==> src/rtl/ratio_lut_pkg.sv <==
// ratio_lut_pkg
// Widths and the three compressed tables for the reciprocal-ratio lookup.
// Assumes an 8-bit index split into a 5-bit range and a 3-bit offset.
package ratio_lut_pkg;

    localparam int IDX_W    = 8;                    // index width
    localparam int LO_W     = 3;                    // offset bits inside a range
    localparam int HI_W     = IDX_W - LO_W;         // range-select bits
    localparam int RANGES   = 1 << HI_W;            // number of ranges
    localparam int SPAN     = 1 << LO_W;            // indices per range
    localparam int DIRECT_N = 16;                   // entries served by the direct table
    localparam int DIRECT_W = $clog2(DIRECT_N);     // direct-table address width
    localparam int VAL_W    = 8;                    // output width
    localparam int CNT_W    = $clog2(SPAN + 1);     // popcount width

    typedef logic [IDX_W-1:0]  idx_t;
    typedef logic [VAL_W-1:0]  val_t;
    typedef logic [SPAN-1:0]   mask_t;
    typedef logic [CNT_W-1:0]  cnt_t;

    // Direct values for the first DIRECT_N indices.
    function automatic val_t direct_val(input logic [DIRECT_W-1:0] a);
        case (a)
            4'd0:  return 8'd255;
            4'd1:  return 8'd128;
            4'd2:  return 8'd85;
            4'd3:  return 8'd64;
            4'd4:  return 8'd51;
            4'd5:  return 8'd43;
            4'd6:  return 8'd37;
            4'd7:  return 8'd32;
            4'd8:  return 8'd28;
            4'd9:  return 8'd26;
            4'd10: return 8'd23;
            4'd11: return 8'd21;
            4'd12: return 8'd20;
            4'd13: return 8'd18;
            4'd14: return 8'd17;
            default: return 8'd16;
        endcase
    endfunction

    // Smallest value reached inside each range (zero for the direct-covered ranges).
    function automatic val_t range_floor(input logic [HI_W-1:0] r);
        case (r)
            5'd2:  return 8'd11;
            5'd3:  return 8'd8;
            5'd4, 5'd5, 5'd6: return (r == 5'd4) ? 8'd6 : 8'd5;
            5'd7, 5'd8:  return 8'd4;
            5'd9, 5'd10, 5'd11: return 8'd3;
            5'd12, 5'd13, 5'd14, 5'd15, 5'd16,
            5'd17, 5'd18, 5'd19, 5'd20: return 8'd2;
            5'd21, 5'd22, 5'd23, 5'd24, 5'd25,
            5'd26, 5'd27, 5'd28, 5'd29, 5'd30: return 8'd1;
            default: return 8'd0;
        endcase
    endfunction

    // Step mask per range: a set bit marks a drop by one at that offset.
    function automatic mask_t step_mask(input logic [HI_W-1:0] r);
        case (r)
            5'd2:  return 8'hD4;
            5'd3:  return 8'h44;
            5'd4:  return 8'h42;
            5'd5:  return 8'h04;
            5'd9:  return 8'h80;
            5'd12: return 8'h04;
            5'd21: return 8'h40;
            5'd31: return 8'h02;
            default: return 8'h00;
        endcase
    endfunction

endpackage

==> src/rtl/ratio_direct_tbl.sv <==
// ratio_direct_tbl
// Returns the direct-table value for small indices and zero otherwise.
// Purely combinational; assumes the caller registers the result.
module ratio_direct_tbl
    import ratio_lut_pkg::*;
(
    input  logic [IDX_W-1:0] z,
    output logic [VAL_W-1:0] base
);

    logic in_window;

    // Flag indices that the direct table covers.
    always_comb in_window = (z < IDX_W'(DIRECT_N));

    // Pick the entry or contribute nothing.
    always_comb base = in_window ? direct_val(z[DIRECT_W-1:0]) : '0;

endmodule

==> src/rtl/ratio_range_step.sv <==
// ratio_range_step
// Looks up the floor and step mask of the range holding z, drops the
// steps already passed by shifting the mask left by the offset (bits
// leaving the field are lost), and counts the steps still ahead.
// Purely combinational.
module ratio_range_step
    import ratio_lut_pkg::*;
(
    input  logic [IDX_W-1:0] z,
    output logic [VAL_W-1:0] floor_o,
    output logic [CNT_W-1:0] steps_o
);

    logic [HI_W-1:0] sel;
    logic [LO_W-1:0] off;
    mask_t           raw;
    mask_t           kept;
    cnt_t            lane_cnt [SPAN];

    // Split the index into range and offset.
    always_comb begin
        sel = z[IDX_W-1:LO_W];
        off = z[LO_W-1:0];
    end

    // Fetch the range constants.
    always_comb begin
        floor_o = range_floor(sel);
        raw     = step_mask(sel);
    end

    // Shift inside the mask width so upper bits fall off.
    always_comb kept = raw << off;

    // Ripple popcount across the mask lanes.
    genvar lane;
    generate
        for (lane = 0; lane < SPAN; lane++) begin : g_cnt
            if (lane == 0) begin : g_first
                assign lane_cnt[lane] = cnt_t'(kept[lane]);
            end else begin : g_rest
                assign lane_cnt[lane] = lane_cnt[lane-1] + cnt_t'(kept[lane]);
            end
        end
    endgenerate

    // Final count leaves the module.
    always_comb steps_o = lane_cnt[SPAN-1];

endmodule

==> src/rtl/ratio_lut_top.sv <==
// ratio_lut_top
// Index-to-weight lookup rebuilt from a direct table, range floors and
// popcounted step masks. LAT = 2 registers the three parts before the
// add; any other value gives a single output register (latency 1).
// Data registers load only on valid; valid flows every cycle.
// Synchronous active-low reset.
module ratio_lut_top
    import ratio_lut_pkg::*;
#(
    parameter int LAT = 2
)(
    input  logic             clk,
    input  logic             rst_n,
    input  logic             in_valid,
    input  logic [IDX_W-1:0] in_z,
    output logic             out_valid,
    output logic [VAL_W-1:0] out_val
);

    localparam bit SPLIT = (LAT == 2);

    logic [VAL_W-1:0] base_c;
    logic [VAL_W-1:0] floor_c;
    logic [CNT_W-1:0] steps_c;

    ratio_direct_tbl u_direct (
        .z    (in_z),
        .base (base_c)
    );

    ratio_range_step u_range (
        .z       (in_z),
        .floor_o (floor_c),
        .steps_o (steps_c)
    );

    generate
        if (SPLIT) begin : g_two
            logic             mid_valid;
            logic [VAL_W-1:0] mid_base;
            logic [VAL_W-1:0] mid_floor;
            logic [CNT_W-1:0] mid_steps;
            logic [VAL_W-1:0] sum_c;

            // Stage 1: capture the three parts.
            always_ff @(posedge clk) begin
                if (!rst_n) begin
                    mid_valid <= 1'b0;
                    mid_base  <= '0;
                    mid_floor <= '0;
                    mid_steps <= '0;
                end else begin
                    mid_valid <= in_valid;
                    if (in_valid) begin
                        mid_base  <= base_c;
                        mid_floor <= floor_c;
                        mid_steps <= steps_c;
                    end
                end
            end

            // Add the parts modulo 2^VAL_W.
            always_comb sum_c = mid_base + mid_floor + VAL_W'(mid_steps);

            // Stage 2: output register.
            always_ff @(posedge clk) begin
                if (!rst_n) begin
                    out_valid <= 1'b0;
                    out_val   <= '0;
                end else begin
                    out_valid <= mid_valid;
                    if (mid_valid) out_val <= sum_c;
                end
            end
        end else begin : g_one
            logic [VAL_W-1:0] sum_c;

            // Add the parts straight from the tables.
            always_comb sum_c = base_c + floor_c + VAL_W'(steps_c);

            // Single output register.
            always_ff @(posedge clk) begin
                if (!rst_n) begin
                    out_valid <= 1'b0;
                    out_val   <= '0;
                end else begin
                    out_valid <= in_valid;
                    if (in_valid) out_val <= sum_c;
                end
            end
        end
    endgenerate

endmodule

==> config.mk <==
export PLATFORM = sky130hd
export DESIGN_NAME = ratio_lut_top
export DESIGN_NICKNAME = d
export VERILOG_FILES = /design/src/rtl/ratio_lut_pkg.sv /design/src/rtl/ratio_direct_tbl.sv /design/src/rtl/ratio_range_step.sv /design/src/rtl/ratio_lut_top.sv
export SDC_FILE = /design/constraint.sdc
export NUM_CORES = 1
export LEC_CHECK = 0
export ABC_CLOCK_PERIOD_IN_PS = 6300
export BUFFER_PORTS_ARGS = -buffer_cell sky130_fd_sc_hd__buf_2
export CORE_ASPECT_RATIO = 0.75
export CORE_MARGIN = 4
export CORE_UTILIZATION = 55
export DETAILED_ROUTE_END_ITERATION = 8
export PLACE_DENSITY_LB_ADDON = 0.08
export SLEW_MARGIN = 15
export SYNTH_ARGS = -nofsm -noshare
export SYNTH_HDL_FRONTEND = slang
export SYNTH_HIERARCHICAL = 1
export SYNTH_SLANG_ARGS = --single-unit
export TNS_END_PERCENT = 50
==> constraint.sdc <==
create_clock -name clk -period 6.3 [get_ports clk]
set_clock_uncertainty 0.05 [all_clocks]
set_input_delay 0.315 -clock clk [delete_from_list [all_inputs] [get_ports clk]]
set_output_delay 0.315 -clock clk [all_outputs]
set_load 0.005 [all_outputs]
==> results.yml, run 1 <==
clock_tree:
  post_cts_resized: 0
  ctsHtreeMaxLevel: 2
  cts.sinks: 30
  cts_tree: "yes"
  cts_setup_buffers: 0
  path_clk_slew_ps: 60
  cts_root_buffer: "clkbuf_8"
  cts_hold_buf: 0
  numCtsBuffers: 5
  insertion_delay_ps: 280
  cts_buffer_depth: 2
finish:
  layout_commonest_cell: "dfxtp_1"
  insertedDiodeCount: 0
  fin_util: 0.615
  layout_common_cells: "30 x dfxtp_1, 26 x nor2b_1, 23 x mux2i_1"
  nets: 310
  drive_above_1_share: 0.139
  syn_to_final_growth_pct: 5.79
  stdcell_area_sq_mm: 0.00254
placed_design:
  dpl_cell_area_sq_mm: 0.00245
  numPortBuffers: 19
  dpl.hpwl_um: 3180
  pre_cts_slack_ps: 2400
  gp_congestion: 0.764
min_path:
  holdPathEnd: "out_val[2]"
  min_path_cells: 1
  hp-class: "reg2reg"
  hp-start: "out_val[2]"
synthesis:
  synth_xor_area_frac: 0.0292
  ys.flop_type: "dfxtp_1"
  yosys.area_share.adder: 0.161
  yosysTopAreaCellShare: 0.250
  synth_mux_area_frac: 0.0960
  synthesis.area_sq_mm: 0.00240
  synth-compound-area-share: 0.147
  yosys_register_bits: 30
  ys_seq_area_frac: 0.250
  post_synth_num_cell_types: 58
  synth_edf_count: 0
  syn_avg_cell_area_sq_um: 9.02
  yosys.area_share.simple: 0.231
  synth_area_leader_cell: "dfxtp_1"
  yosysWarnings: 6
  synthTopCellsByArea: "dfxtp_1 25%, mux2i_1 9.6%, ha_1 9.4%"
  synth_top_family_by_area: "simple AND/OR/NAND/NOR gates"
  synth_cells: 266
  synth-async-reset-ratio: 0
pwr:
  p_per_area_mw_per_mm2: 172
  irDropWorstVdd_v: 0.000144
  power.leakage_nw: 1.13
worst_setup_path:
  critPathSlowestCell: "fa_1"
  endpoint_kind: "register"
  cp_data_arrival_time_ps: 3730
  crit_type: "in2reg"
  crit_path_cell_trace: "buf_2 > nor4_1 > o21ai_0 > o22ai_1 > and2_1 > ha_1 > inv_1 > fa_1 > fa_1 > inv_1 > ha_1 > inv_1 > fa_1 > inv_1 > mux2i_1 > nor2b_1"
  critPathLaunchType: "input pin"
  slowest_delay_ps: 500
  reg2reg_depth: 8
  cp.required_ps: 6420
  critical_path.max_fanout: 28
  worstReg2RegEnd: "out_val[7]"
  r2r_slack_ps: 3910
  timing.critical_path.mode_cell: "inv_1"
  r2r-start: "g_two.mid_base[1]"
die:
  fp.dieH_um: 65.2
  start_util: 0.581
  die_width_um: 84.3
  io_pins: 20
  rows: 20
  coreArea_sq_mm: 0.00413
  die_area_sq_mm: 0.00549
detailed_routing:
  via_per_inst: 5.49
  drt-total-wl_um: 4430
  ant_nets: 0
  drc: 0
  vias: 1807
  drtIter0Drc: 119
  first_pass_iters: 4
  wl_per_cell_um: 13.5
timing:
  max_freq_ghz: 0.277
  final.setup.worst_slack_ps: 2700
  tightestPinTransition_ps: 608
  period_share: 0.572
  grt_setup_unrepaired: "false"
  tns_ps: 0
  slew_violations: 0
  period_minus_slack_ps: 3600
  finalSetupViolCount: 0
  maxSlewHeadroom: 0.594
  hold_viol_final: 0
global_route:
  grt_pass1_wl_um: 7960
  antenna_found_initial: 0
  grt_max_degree: 31
  grt_pass1_vias: 1630
  grt_overflow: 0
  grt_usage: 0.179
run:
  drv_cap: 0
run_status:
  outcome: "complete, no violations"
## synth_stat cells (all sizes together) (2+ instances only)
library cell and instances:
nand2 12, nor2 12, nand3 3, dfxtp 30, ha 18, and3b 2, and2 2, and3 2
and4 3, nand3b 5, a211oi 5, fa 8, o31ai 2, buf 15, nor4 5, a21o 3
or4 2, o21ai 6, mux2i 23, inv 20, nor2b 27, a21oi 13, nand2b 4, o211a 2
a31oi 4, clkbuf 7, o21a 2, nor3 5, xor2 4, xnor2 4
## worst max-delay path, delay by kind of cell
kind / cells / cell delay, ps
compound gates: 2 / 450
fa+ha+maj: 5 / 1870
buf+inv: 5 / 610
mux: 1 / 120
simple gates: 3 / 360
## power by group
part           total, mW  internal [mW]  switching (mW)
clock              0.160         0.0880          0.0720
sequential         0.200          0.196         0.00420
combinational     0.0755         0.0310          0.0445
total              0.436          0.315           0.121
## state kept, by name (all words and copies together), names as in the netlist
register and flops:
g_two.mid_base 8, g_two.mid_floor 8, g_two.mid_valid 1, out_val 8
g_two.mid_steps 4, out_valid 1
## how the worst max path moves through the flow
stage / start / end / slack (ps) / depth (start not counted)
global placement: in_z[3] / g_two.mid_steps[2] / 2450 / 16
finish: in_z[3] / g_two.mid_steps[1] / 2700 / 16
floorplan: in_z[6] / g_two.mid_steps[1] / 2800 / 17
detailed placement: in_z[3] / g_two.mid_steps[1] / 2400 / 16
CTS: in_z[3] / g_two.mid_steps[2] / 2710 / 16
global route: in_z[3] / g_two.mid_steps[1] / 2400 / 16
## kinds of logic after synthesis
family / Yosys count
adders and majority gates: 26
DFF: 30
buffers and inverters: 42
xor gates and xnor gates: 8
other: 1
AOI/OAI and AO/OA: 49
muxes: 23
and+or+nand+nor: 87
## routing by layer
layer / vias up / share of wire / track usage
met4: 0 / 0.012 / 0.0602
met5: - / 0 / 0
met2: 33 / 0.40 / 0.242
li1: 938 / - / -
met1: 828 / 0.54 / 0.272
met3: 8 / 0.042 / 0.0426
## cell type report
class                           count  area, sq um
Multi-Input combinational cell    197         1610
Fill cell                         384         1590
Sequential cell                    30          601
Timing Repair Buffer               19         95.1
Clock buffer                        7         86.3
Inverter                           20         75.1
Tap cell                           55         68.8
Clock inverter                      1         5.00
## through the flow
step	hold WS, ps	instances	power, mW
4_1_cts	429	329	0.441
3_5_place_dp	414	321	0.280
5_1_grt	459	329	0.461
3_3_place_gp	408	321	0.279
6_report	429	329	0.436
2_1_floorplan	424	269	0.264
(Power assumes the default switching activity.)
==> run 2, diff against run 1 <==
- ABC_AREA: not set -> 1
- ABC_CLOCK_PERIOD_IN_PS: 6300 -> 3300
- clock period: 6.3 -> 3.3 ns (I/O delays scaled with it)
==> run 2 against run 1 <==
  * Routed wire length up 7.4%
  * Synthesized cell count up 34%
  * Combinational power rose to 3.0 times the previous value
  * Core utilization up 1.7 points
  * First-iteration DRC count up 4.2%
  * Critical path depth up 1
  * Register-to-register slack worse by 2900 ps
  * Cell count up 32%
  * Power up 110%
  * Non-clock buffer count up 7
  * Sequential share of layout area down 0.49 points
==> results.yml, run 2 <==
synthesis:
  synth_cells: 356
  yosysTopAreaCellShare: 0.254
  post_synth_num_cell_types: 32
  synth_commonest_cells: "66 x nand2_1, 57 x nor2_1, 47 x inv_1"
  synth_edf_count: 0
  ys.flop_type: "dfxtp_1"
  synthTopCellsByArea: "dfxtp_1 25%, nand2_1 10%, ha_1 9.5%"
  syn_avg_cell_area_sq_um: 6.64
  ys_seq_area_frac: 0.254
  synth-compound-area-share: 0.120
  synth-async-reset-ratio: 0
  synth_most_common_cell: "nand2_1"
  yosys.area_share.simple: 0.326
  synth_mux_area_frac: 0
  yosysWarnings: 6
  yosys.area_share.adder: 0.163
  yosys_register_bits: 30
  synth_xor_area_frac: 0.00741
  synth_area_leader_cell: "dfxtp_1"
  synth_top_family_by_area: "simple AND/OR/NAND/NOR gates"
  synthesis.area_sq_mm: 0.00236
placed_design:
  gp_congestion: 0.936
  dpl_cell_area_sq_mm: 0.00250
  numPortBuffers: 19
  dpl.hpwl_um: 3720
pwr:
  power_uw: 927
  irDropWorstVdd_v: 0.000250
  internal_power_uw: 641
  switchingPower_uw: 286
  p_seq_frac: 0.433
  combPwrFrac: 0.244
  swShare: 0.308
  clkPwrFrac: 0.323
  power.leakage_nw: 1.38
  p_per_area_mw_per_mm2: 358
clock_tree:
  ctsHtreeMaxLevel: 2
  numCtsBuffers: 5
  cts_hold_buf: 0
  post_cts_resized: 0
  cts_tree: "yes"
  cts.sinks: 30
  cts_setup_buffers: 0
  cts_buffer_depth: 2
  cts_root_buffer: "clkbuf_8"
  path_clk_slew_ps: 60
  insertion_delay_ps: 280
detailed_routing:
  first_pass_iters: 4
  via_per_inst: 5.02
  drt-total-wl_um: 4760
  ant_nets: 0
  drtIter0Drc: 124
  drc: 0
  vias: 2180
  wl_per_cell_um: 11.0
min_path:
  holdPathEnd: "g_two.mid_valid"
  hp-class: "in2reg"
  hp-start: "in_valid"
  min_path_cells: 3
die:
  rows: 20
  io_pins: 20
  start_util: 0.576
  fp.dieH_um: 64.8
  coreArea_sq_mm: 0.00410
  die_width_um: 83.7
  die_area_sq_mm: 0.00542
timing:
  tns_ps: 0
  hold_viol_final: 0
  period_minus_slack_ps: 3000
  finalSetupViolCount: 0
  slew_violations: 0
  max_freq_ghz: 0.333
  maxSlewHeadroom: 0.534
  grt_setup_unrepaired: "false"
  tightestPinTransition_ps: 699
  period_share: 0.909
  whs_ps: 188
finish:
  reg.largest.list: "g_two.mid_base x8, g_two.mid_floor x8, out_val x8"
  drive_above_1_share: 0.156
  layout_commonest_cell: "nand2_1"
  layout_common_cells: "66 x nand2_1, 57 x nor2_1, 47 x inv_1"
  syn_to_final_growth_pct: 9.58
  fin_util: 0.631
  nets: 415
  stdcell_area_sq_mm: 0.00259
  insertedDiodeCount: 0
worst_setup_path:
  cp_data_arrival_time_ps: 3170
  crit_path_cell_trace: "buf_2 > nor2_2 > inv_2 > o21ai_2 > nand4_1 > a21oi_1 > ha_1 > inv_1 > fa_1 > fa_1 > inv_1 > ha_1 > inv_1 > fa_1 > inv_1 > nor2_1 > nor2_1"
  reg2reg_depth: 12
  path_depth: 17
  crit_type: "in2reg"
  r2r-start: "g_two.mid_base[1]"
  worstReg2RegEnd: "out_val[5]"
  slowest_delay_ps: 540
  critPathSlowestCell: "fa_1"
  critical_path.max_fanout: 4
  critPathLaunchType: "input pin"
  path_delay_family: "adder cells"
  cp.required_ps: 3470
  r2r_slack_ps: 980
  critical_path_buf_inv_count: 6
  timing.critical_path.mode_cell: "inv_1"
  endpoint_kind: "register"
global_route:
  antenna_found_initial: 0
  grt_overflow: 0
  grt_max_degree: 27
  grt_pass1_wl_um: 8390
  grt_pass1_vias: 2001
  grt_usage: 0.186
run:
  drv_cap: 0
run_status:
  outcome: "complete, no violations"
## run 2: cell types whose count changed in the layout (fill, tap and decap cells not counted), sizes merged, moves of 5 or more
cell	change
a211oi	-5
a21oi	+9
buf	+7
inv	+35
mux2i	-23
nand2	+60
nand3	+26
nand3b	-5
nand4	+6
nor2	+50
nor2b	-27
nor4	-5
o21ai	+23
## run 2: how the worst max path moves through the flow
stage	from	end	slack, ps
detailed placement	in_z[3]	g_two.mid_steps[1]	30
global placement	in_z[3]	g_two.mid_steps[1]	90
global route	in_z[5]	g_two.mid_steps[2]	100
finish	in_z[3]	g_two.mid_steps[1]	300
CTS	in_z[3]	g_two.mid_steps[1]	310
floorplan	in_z[3]	g_two.mid_steps[2]	300
## run 2: worst min-delay path, stage by stage
cell,delay (ps)
buf_2,190
nand2_1,90
inv_1,30
## run 2: kinds of logic (layout without fill, tap and decap cells)
group	after synthesis	after routing
AOI/OAI and AO/OA	53	53
and+or+nand+nor	175	175
xor gates and xnor gates	2	2
other	1	4
DFF	30	30
adders and majority gates	26	26
buffers and inverters	69	89
## run 2: power by group through the flow
stage               logic, mW  clock network [mW]  registers (mW)
floorplan               0.170                   0           0.405
global placement        0.223                   0           0.409
detailed placement      0.226                   0           0.409
CTS                     0.227               0.303           0.401
global route            0.263               0.320           0.405
finish                  0.226               0.299           0.401
## run 2: layout make-up
cell class,instances,area [sq um]
Timing Repair Buffer,26,148
Tap cell,55,68.8
Fill cell,401,1510
Clock buffer,7,86.3
Clock inverter,1,5.00
Multi-Input combinational cell,260,1470
Inverter,55,209
Sequential cell,30,601
## run 2: metal layers
metal  track usage  wire (um)
met1         0.264       2520
met2         0.290       1930
met3        0.0432        292
met4        0.0402         20
met5             0          0
## run 2: through the flow
stage          cells  setup WS, ps
6_report         434           299
5_1_grt          434           103
2_1_floorplan    359           297
3_5_place_dp     426          29.2
3_3_place_gp     426          86.4
4_1_cts          434           308
==> run 3, diff against run 2 <==
- ABC_CLOCK_PERIOD_IN_PS: 3300 -> 2850
- clock period: 3.3 -> 2.85 ns (I/O delays scaled with it)
==> run 3 against run 2 <==
  * The run now ends with negative setup slack left
  * Core utilization increased by 8.8 points
  * Flip-flop and latch count unchanged
  * Worst setup slack got worse by 390 ps
  * Non-clock buffer count increased by 41
  * Largest cell class unchanged
  * Global-route usage increased by 5.0 points
==> results.yml, run 3 (synthesis results as in run 2) <==
die:
  die_width_um: 83.7
  coreArea_sq_mm: 0.00410
  io_pins: 20
  start_util: 0.576
  rows: 20
  die_area_sq_mm: 0.00542
  fp.dieH_um: 64.8
detailed_routing:
  drt-total-wl_um: 6040
  drc: 0
  ant_nets: 0
  vias: 2443
  wl_per_cell_um: 12.7
  drtIter0Drc: 178
  first_pass_iters: 8
  via_per_inst: 5.14
worst_setup_path:
  cp_data_arrival_time_ps: 3070
  slowest_delay_ps: 510
  cp.required_ps: 2980
  critical_path.max_fanout: 5
  crit_type: "in2reg"
  crit_path_cell_trace: "clkbuf_4 > inv_4 > nand2_2 > o21ai_2 > nand4_1 > a21oi_1 > ha_1 > inv_2 > fa_1 > fa_1 > inv_1 > ha_2 > inv_2 > fa_2 > inv_1 > nor2_1 > nor2_1"
  critPathSlowestCell: "fa_2"
  endpoint_kind: "register"
  critPathLaunchType: "input pin"
finish:
  layout_commonest_cell: "nand2_1"
  drive_above_1_share: 0.252
  nets: 456
  fin_util: 0.720
  syn_to_final_growth_pct: 24.9
  reg.largest.list: "g_two.mid_base x8, g_two.mid_floor x8, out_val x8"
  insertedDiodeCount: 0
  layout_common_cells: "65 x nand2_1, 57 x nor2_1, 47 x buf_4"
pwr:
  irDropWorstVdd_v: 0.000269
  p_per_area_mw_per_mm2: 388
  power_mw: 1.15
  power.leakage_nw: 1.58
global_route:
  grt_max_degree: 27
  grt_pass1_vias: 2283
  grt_pass1_wl_um: 10300
  grt_overflow: 0
  antenna_found_initial: 0
  grt_usage: 0.236
placed_design:
  numPortBuffers: 19
  gp_congestion: 0.942
  dpl.hpwl_um: 4240
  pre_cts_slack_ps: -402
run_status:
  outcome: "complete, but fails checks"
  violations: "negative setup slack"
timing:
  period_minus_slack_ps: 2940
  tightestPinTransition_ps: 728
  whs_ps: 172
  grt_setup_unrepaired: "true"
  finalSetupViolCount: 3
  slew_violations: 0
  maxSlewHeadroom: 0.514
  max_freq_ghz: 0.340
  period_share: 1.03
  final.setup.worst_slack_ps: -89.8
  hold_viol_final: 0
clock_tree:
  cts.sinks: 30
  cts_buffer_depth: 2
  numCtsBuffers: 5
  insertion_delay_ps: 280
  cts_tree: "yes"
  cts_hold_buf: 0
  ctsHtreeMaxLevel: 2
  path_clk_slew_ps: 60
  cts_root_buffer: "clkbuf_8"
min_path:
  hp-class: "in2reg"
run:
  drv_cap: 0
[run 3: cell types whose count changed in the layout (fill, tap and decap cells not counted), moves of 2 or more]
cell,delta
inv_1,-2
buf_4,+40
buf_2,-4
clkbuf_4,+2
inv_4,+2
[run 3: path summary, 6_finish.rpt]
check,from,endpoint,slack [ps],cells after the start
max,in_z[6],g_two.mid_steps[1],-90,17
min,in_valid,g_two.mid_valid,170,3
max reg2reg,g_two.mid_base[1],out_val[5],460,12
min reg2reg,g_two.mid_steps[0],g_two.mid_steps[0],440,2
[run 3: final cells by class]
class                      instances  area, sq um
clock buffer                       7         86.3
clock inverter                     1         5.00
fill                             332         1150
inverter                          55          214
multi-input combinational        260         1490
sequential                        30          601
tap                               55         68.8
timing repair buffer              67          489
[run 3: metal layers]
layer | up-vias | GRT usage | routed length [um]
met4 | 0 | 0.0562 | 105
met1 | 1102 | 0.337 | 2980
li1 | 1248 | - | -
met3 | 17 | 0.0572 | 415
met2 | 76 | 0.360 | 2540
met5 | - | 0 | 0
[run 3: per-stage QoR]
stage / cell area [sq um] / std cells / TNS (ps)
final: 2950 / 475 / -209
after global routing: 2950 / 475 / -646
after CTS: 2940 / 474 / -77.3
after detailed placement: 2690 / 449 / -1030
after global placement: 2690 / 449 / -694
after floorplan: 2390 / 359 / -140
[run 3: worst max-delay path: cells and delay by family]
family | cells | cell delay, ps
buffers and inverters | 6 | 450
AND/OR/NAND/NOR | 4 | 300
AO/OA/AOI/OAI | 2 | 340
adder cells (fa/ha/maj) | 5 | 1830
[run 3: power breakdown]
group | switching [mW] | internal (mW)
Combinational | 0.186 | 0.142
Clock | 0.156 | 0.194
Sequential | 0.0181 | 0.448
Total | 0.361 | 0.784
[run 3: repair_timing]
item                                    in CTS  in global routing
endpoints found under the setup margin       2                  4
gates resized for setup                     10                  4
pin swaps                                    9                  6
setup buffers                               17                  1
endpoints found under the hold margin        0                  0
